File: src/rtl/wht4_pkg.sv
`timescale 1ns/1ps
package wht4_pkg;
    localparam int WHT_DIM = 4;
    localparam int WHT_NEL = WHT_DIM * WHT_DIM;

    typedef enum logic [1:0] {
        ST_IDLE = 2'd0,
        ST_COLS = 2'd1,
        ST_ROWS = 2'd2,
        ST_HOLD = 2'd3
    } wht4_state_e;
endpackage

File: src/rtl/wht4_lift.sv
`timescale 1ns/1ps
// One four-point lifting Hadamard step with a shared halved difference.
module wht4_lift #(
    parameter int W = 24
) (
    input  logic signed [W-1:0] a_i,
    input  logic signed [W-1:0] b_i,
    input  logic signed [W-1:0] c_i,
    input  logic signed [W-1:0] d_i,
    output logic signed [W-1:0] a_o,
    output logic signed [W-1:0] b_o,
    output logic signed [W-1:0] c_o,
    output logic signed [W-1:0] d_o
);
    logic signed [W-1:0] sum_ab;
    logic signed [W-1:0] dif_dc;
    logic signed [W-1:0] half;

    always_comb begin
        sum_ab = a_i + b_i;
        dif_dc = d_i - c_i;
        half   = (sum_ab - dif_dc) >>> 1;
        b_o    = half - b_i;
        c_o    = half - c_i;
        a_o    = sum_ab - c_o;
        d_o    = dif_dc + b_o;
    end
endmodule

File: src/rtl/wht4_sat.sv
`timescale 1ns/1ps
// Scale by a power of two, then clamp to the signed output range.
module wht4_sat #(
    parameter int WW = 24,
    parameter int IW = 16,
    parameter int SH = 2
) (
    input  logic signed [WW-1:0] v_i,
    output logic        [WW-1:0] v_o
);
    localparam logic signed [WW-1:0] HI = WW'((64'sd1 <<< (IW - 1)) - 64'sd1);
    localparam logic signed [WW-1:0] LO = ~HI;

    logic signed [WW-1:0] scaled;

    always_comb begin
        scaled = v_i <<< SH;
        if (scaled > HI) begin
            v_o = HI;
        end else if (scaled < LO) begin
            v_o = LO;
        end else begin
            v_o = scaled;
        end
    end
endmodule

File: src/rtl/wht4_fwd.sv
`timescale 1ns/1ps
module wht4_fwd
    import wht4_pkg::*;
#(
    parameter int IW    = 16,
    parameter int GUARD = 8
) (
    input  logic                    clk,
    input  logic                    rst_n,
    input  logic                    in_valid,
    output logic                    in_ready,
    input  logic [WHT_NEL*IW-1:0]   in_data,
    output logic                    out_valid,
    input  logic                    out_ready,
    output logic [WHT_NEL*IW-1:0]   out_data
);
    localparam int WW = IW + GUARD;
    localparam int SCALE_SH = 2;

    typedef struct packed {
        wht4_state_e                 st;
        logic [WHT_NEL-1:0][WW-1:0]  mat;
    } regs_t;

    regs_t r_q, r_d;

    // lifter lanes, shared by both passes
    logic [WHT_DIM-1:0][WW-1:0] l_a, l_b, l_c, l_d;
    logic [WHT_DIM-1:0][WW-1:0] q_a, q_b, q_c, q_d;
    logic [WHT_NEL-1:0][WW-1:0] sat_in, sat_out;

    // operand routing: columns in the first pass, reordered rows in the second
    always_comb begin
        for (int g = 0; g < WHT_DIM; g++) begin
            if (r_q.st == ST_COLS) begin
                l_a[g] = r_q.mat[0*WHT_DIM + g];
                l_b[g] = r_q.mat[1*WHT_DIM + g];
                l_c[g] = r_q.mat[2*WHT_DIM + g];
                l_d[g] = r_q.mat[3*WHT_DIM + g];
            end else begin
                l_a[g] = r_q.mat[g*WHT_DIM + 0];
                l_b[g] = r_q.mat[g*WHT_DIM + 3];
                l_c[g] = r_q.mat[g*WHT_DIM + 1];
                l_d[g] = r_q.mat[g*WHT_DIM + 2];
            end
        end
    end

    generate
        for (genvar g = 0; g < WHT_DIM; g++) begin : g_lane
            wht4_lift #(.W(WW)) u_lift (
                .a_i (l_a[g]),
                .b_i (l_b[g]),
                .c_i (l_c[g]),
                .d_i (l_d[g]),
                .a_o (q_a[g]),
                .b_o (q_b[g]),
                .c_o (q_c[g]),
                .d_o (q_d[g])
            );
            // output row g takes lane g results in a,d,b,c order
            assign sat_in[g*WHT_DIM + 0] = q_a[g];
            assign sat_in[g*WHT_DIM + 1] = q_d[g];
            assign sat_in[g*WHT_DIM + 2] = q_b[g];
            assign sat_in[g*WHT_DIM + 3] = q_c[g];
        end
        for (genvar k = 0; k < WHT_NEL; k++) begin : g_el
            wht4_sat #(.WW(WW), .IW(IW), .SH(SCALE_SH)) u_sat (
                .v_i (sat_in[k]),
                .v_o (sat_out[k])
            );
            assign out_data[k*IW +: IW] = r_q.mat[k][IW-1:0];
        end
    endgenerate

    always_comb begin
        r_d = r_q;
        unique case (r_q.st)
            ST_IDLE: begin
                if (in_valid) begin
                    for (int k = 0; k < WHT_NEL; k++) begin
                        r_d.mat[k] = {{GUARD{in_data[k*IW + IW - 1]}}, in_data[k*IW +: IW]};
                    end
                    r_d.st = ST_COLS;
                end
            end
            ST_COLS: begin
                // rows stored as a,c,d,b; lane g is column g
                for (int g = 0; g < WHT_DIM; g++) begin
                    r_d.mat[0*WHT_DIM + g] = q_a[g];
                    r_d.mat[1*WHT_DIM + g] = q_c[g];
                    r_d.mat[2*WHT_DIM + g] = q_d[g];
                    r_d.mat[3*WHT_DIM + g] = q_b[g];
                end
                r_d.st = ST_ROWS;
            end
            ST_ROWS: begin
                r_d.mat = sat_out;
                r_d.st  = ST_HOLD;
            end
            ST_HOLD: begin
                if (out_ready) begin
                    r_d.st = ST_IDLE;
                end
            end
            default: r_d.st = ST_IDLE;
        endcase
    end

    always_ff @(posedge clk or negedge rst_n) begin
        if (!rst_n) begin
            r_q <= '{st: ST_IDLE, mat: '0};
        end else begin
            r_q <= r_d;
        end
    end

    assign in_ready  = (r_q.st == ST_IDLE);
    assign out_valid = (r_q.st == ST_HOLD);
endmodule

File: config.mk
export PLATFORM = sky130hd
export DESIGN_NAME = wht4_fwd
export DESIGN_NICKNAME = d
export VERILOG_FILES = /design/src/rtl/wht4_pkg.sv /design/src/rtl/wht4_lift.sv /design/src/rtl/wht4_sat.sv /design/src/rtl/wht4_fwd.sv
export SDC_FILE = /design/constraint.sdc
export NUM_CORES = 2
export LEC_CHECK = 0
export ABC_AREA = 1
export BUFFER_PORTS_ARGS = -buffer_cell sky130_fd_sc_hd__buf_2
export CORE_MARGIN = 3
export CORE_UTILIZATION = 45
export CTS_CLUSTER_SIZE = 16
export DETAILED_ROUTE_END_ITERATION = 10
export PLACE_DENSITY_LB_ADDON = 0.15
export REMOVE_ABC_BUFFERS = 1
export SYNTH_ARGS = -nofsm -noshare
export SYNTH_HDL_FRONTEND = slang
export SYNTH_SLANG_ARGS = --single-unit
File: constraint.sdc
create_clock -name clk -period 8.95 [get_ports clk]
set_input_delay 0.4475 -clock clk [delete_from_list [all_inputs] [get_ports clk]]
set_output_delay 0.4475 -clock clk [all_outputs]
set_load 0.02 [all_outputs]
==> metrics.cfg <==
[synthesis]
async_reset_ff_frac = 1.000
mappedNetlistArea_um2 = 63180
netlist_instances = 10200
synth_commonest_cells = nand2_1 (2,771), inv_1 (1,303), o21ai_0 (788), nor2_1 (720), a21oi_1 (640)
synth_top_area_cell = nand2_1
yosysSeqAreaShare = 0.1529
synth_most_common_cell = nand2_1
synth_edf_count = 0
synth.area.top_cells = nand2_1 (16%), dfrtp_1 (15%), ha_1 (11%)
ys_ff_latch = 386
synthFlopType = dfrtp_1
yosysTopAreaCellShare = 0.1646
ys_types = 93
synth_warnings = 0
syn_avg_cell_area_um2 = 6.195

[timing]
rsz0062_at_grt = true
fin_crit_ns = 8.859
setup_slack_ns = 0.09111
fin_crit_sh = 0.9898
finalSetupViolCount = 0
fin_worst_skew_ns = 0.04170
slew_violations = 0
tightest_slew_ns = 1.293
slew_headroom = 0.1292
max_freq_mhz = 112.9
tns_ns = 0
finalHoldViolCount = 0

[placed_design]
place_congestion = 1.114
dp_slack_ns = -0.9499
dp_hpwl_um = 290100
io_buffer_count = 517

[worst_hold_path]
hold_depth = 3
min_from = in_data[87]
hp-class = input port to flop

[die]
die_y_um = 380.7
die_x_um = 380.7
die_area_um2 = 144900
start_util = 0.4561
core_area_um2 = 138500
num_io_pins = 518
core.rowCount = 136

[setup_path]
endpoint = out_data[247]$_DFFE_PN0P_
crit_buf_inv = 29
crit_path_start_kind = flop
r2r_start = r_q[385]$_DFFE_PN0P_
max_stage_delay_ns = 0.39
timing.critical_path.fanout_max = 8
crit_cells = 61
crit_family = buffers and inverters
crit_arrival_ns = 9.40
reg2reg_depth = 61
required_ns = 9.49
rrSetupSlack_ns = 0.09
critical_path_class = flop to flop
cp-startpoint = r_q[385]$_DFFE_PN0P_
setup.worst_path.end_class = flop
cp_slowest_cell = dfrtp_1
r2r-end = out_data[247]$_DFFE_PN0P_
cp_common_cell = buf_4

[grt]
overflow = 0
grt_max_degree = 172
grt_pass1_vias = 79830
grt_usage = 0.4602
grt_pass1_wl_um = 499800
grt_antenna_before_repair = 19

[cts]
htree_num_levels = 2
cts_tree = done
cts_made_buffers = 55
clock_path_buffers = 3
numClockSinks = 386
clk_pin_slew_ns = 0.06
root_buffer = clkbuf_16
clk_latency_ns = 0.72

[layout]
seq_area_um2 = 9661
drive_above_1_share = 0.3043
fillerInstances = 13060
finalCoreUtilization = 0.6302
syn2layout_area_growth_pct = 38.17
final_nets = 13270
multi_input_area_um2 = 47910

[routing]
wl_um = 354500
remaining_drc_errors = 0
top_layer = met5
viasPerCell = 5.782
met3WireLength_um = 35850
drt_iter0_drc = 9210
dr.pass1.iters = 7
wl_met1_um = 127800
dr_wl_met2_um = 157100
wl_per_cell_um = 24.70
ant_nets = 0
num_vias = 83000

[run]
maxCapViolCount = 0

[outcome]
status = finished clean

worst register-to-register path, delay by kind of cell, from the launching register on:
kind            cells  cell delay (ns)
compound gates      9             1.32
xor+xnor            3             0.73
fa+ha+maj           4             1.29
buf+inv            29             3.18
flops               1             0.39
simple gates       16             1.79
per-stage QoR:
step / hold slack, ns / std cells / area [um^2]
after floorplan: 0.1519 / 9643 / 59730
after global placement: 0.4879 / 14060 / 80390
after detailed placement: 0.4893 / 14060 / 80390
after CTS: 0.001907 / 14250 / 83650
after global routing: 0.005878 / 14350 / 87280
final: 0.002920 / 14350 / 87290
cells in the final DEF (no fill, tap or decap), types with 86 or more instances in the layout:
cell | Yosys | final
xor2_1 | 309 | 262
nor2_1 | 720 | 673
buf_2 | 19 | 516
inv_2 | 80 | 103
buf_4 | 263 | 2093
xnor2_1 | 152 | 127
o22ai_1 | 92 | 92
a21oi_2 | 14 | 94
nand2_2 | 121 | 196
o211ai_1 | 152 | 152
inv_1 | 1303 | 1274
dfrtp_1 | 386 | 385
nand2_1 | 2771 | 2685
nand3_1 | 458 | 432
a21oi_1 | 640 | 553
nand4_1 | 123 | 123
ha_1 | 550 | 477
o21ai_1 | 118 | 167
o21ai_0 | 788 | 686
o21ai_2 | 41 | 86
routing by layer:
| metal | vias to the layer above | GRT usage |
|---|---|---|
| li1 | 37890 | - |
| met1 | 38950 | 0.5280 |
| met2 | 4776 | 0.7517 |
| met3 | 1357 | 0.09952 |
| met4 | 18 | 0.3453 |
| met5 | - | 0 |
flip-flops by register name, summed over array words and instances, names as in the netlist:
signal	flops
l_a	8
out_data	256
r_q	122
worst min path at each step:
stage	slack, ns	end
2_1_floorplan	0.15	l_a[16]$_DFFE_PN0P_
3_3_place_gp	0.49	out_data[130]$_DFFE_PN0P_
3_5_place_dp	0.49	out_data[133]$_DFFE_PN0P_
4_1_cts	0.002	out_data[87]$_DFFE_PN0P_
5_1_grt	0.006	out_data[87]$_DFFE_PN0P_
6_report	0.003	out_data[87]$_DFFE_PN0P_
cell families after synthesis:
kind of cell,Yosys count,synth area share
and+or+nand+nor,4526,0.3084
AOI/OAI and AO/OA,2273,0.2131
buffers and inverters,1942,0.1371
adders and majority gates,571,0.1154
xor gates and xnor gates,482,0.07021
DFF,386,0.1529
muxes,18,0.002852
final cells by class:
| class | instances | share of cell area |
|---|---|---|
| clock inverter | 29 | 0.004673 |
| antenna | 6 | 0.0001720 |
| timing repair buffer | 2741 | 0.2309 |
| sequential | 386 | 0.1107 |
| tap | 1863 | 0.02670 |
| timing repair inverter | 1 | 0.00005733 |
| inverter | 1387 | 0.06003 |
| clock buffer | 71 | 0.01797 |
| multi-input combinational | 7870 | 0.5488 |
what timing repair did:
| item | in CTS | in global routing |
|---|---|---|
| hold endpoints to repair | 132 | 0 |
| setup endpoints to repair | 132 | 231 |
| pin swaps | 22 | 234 |
| hold buffers | 55 | 0 |
| buffers inserted | 32 | 92 |
| gates cloned | 1 | 8 |
| gates resized for setup | 122 | 645 |
Power is left out: the tool's default activity adds up to more than one toggle a clock period on the data nets, which glitch-free logic cannot reach.
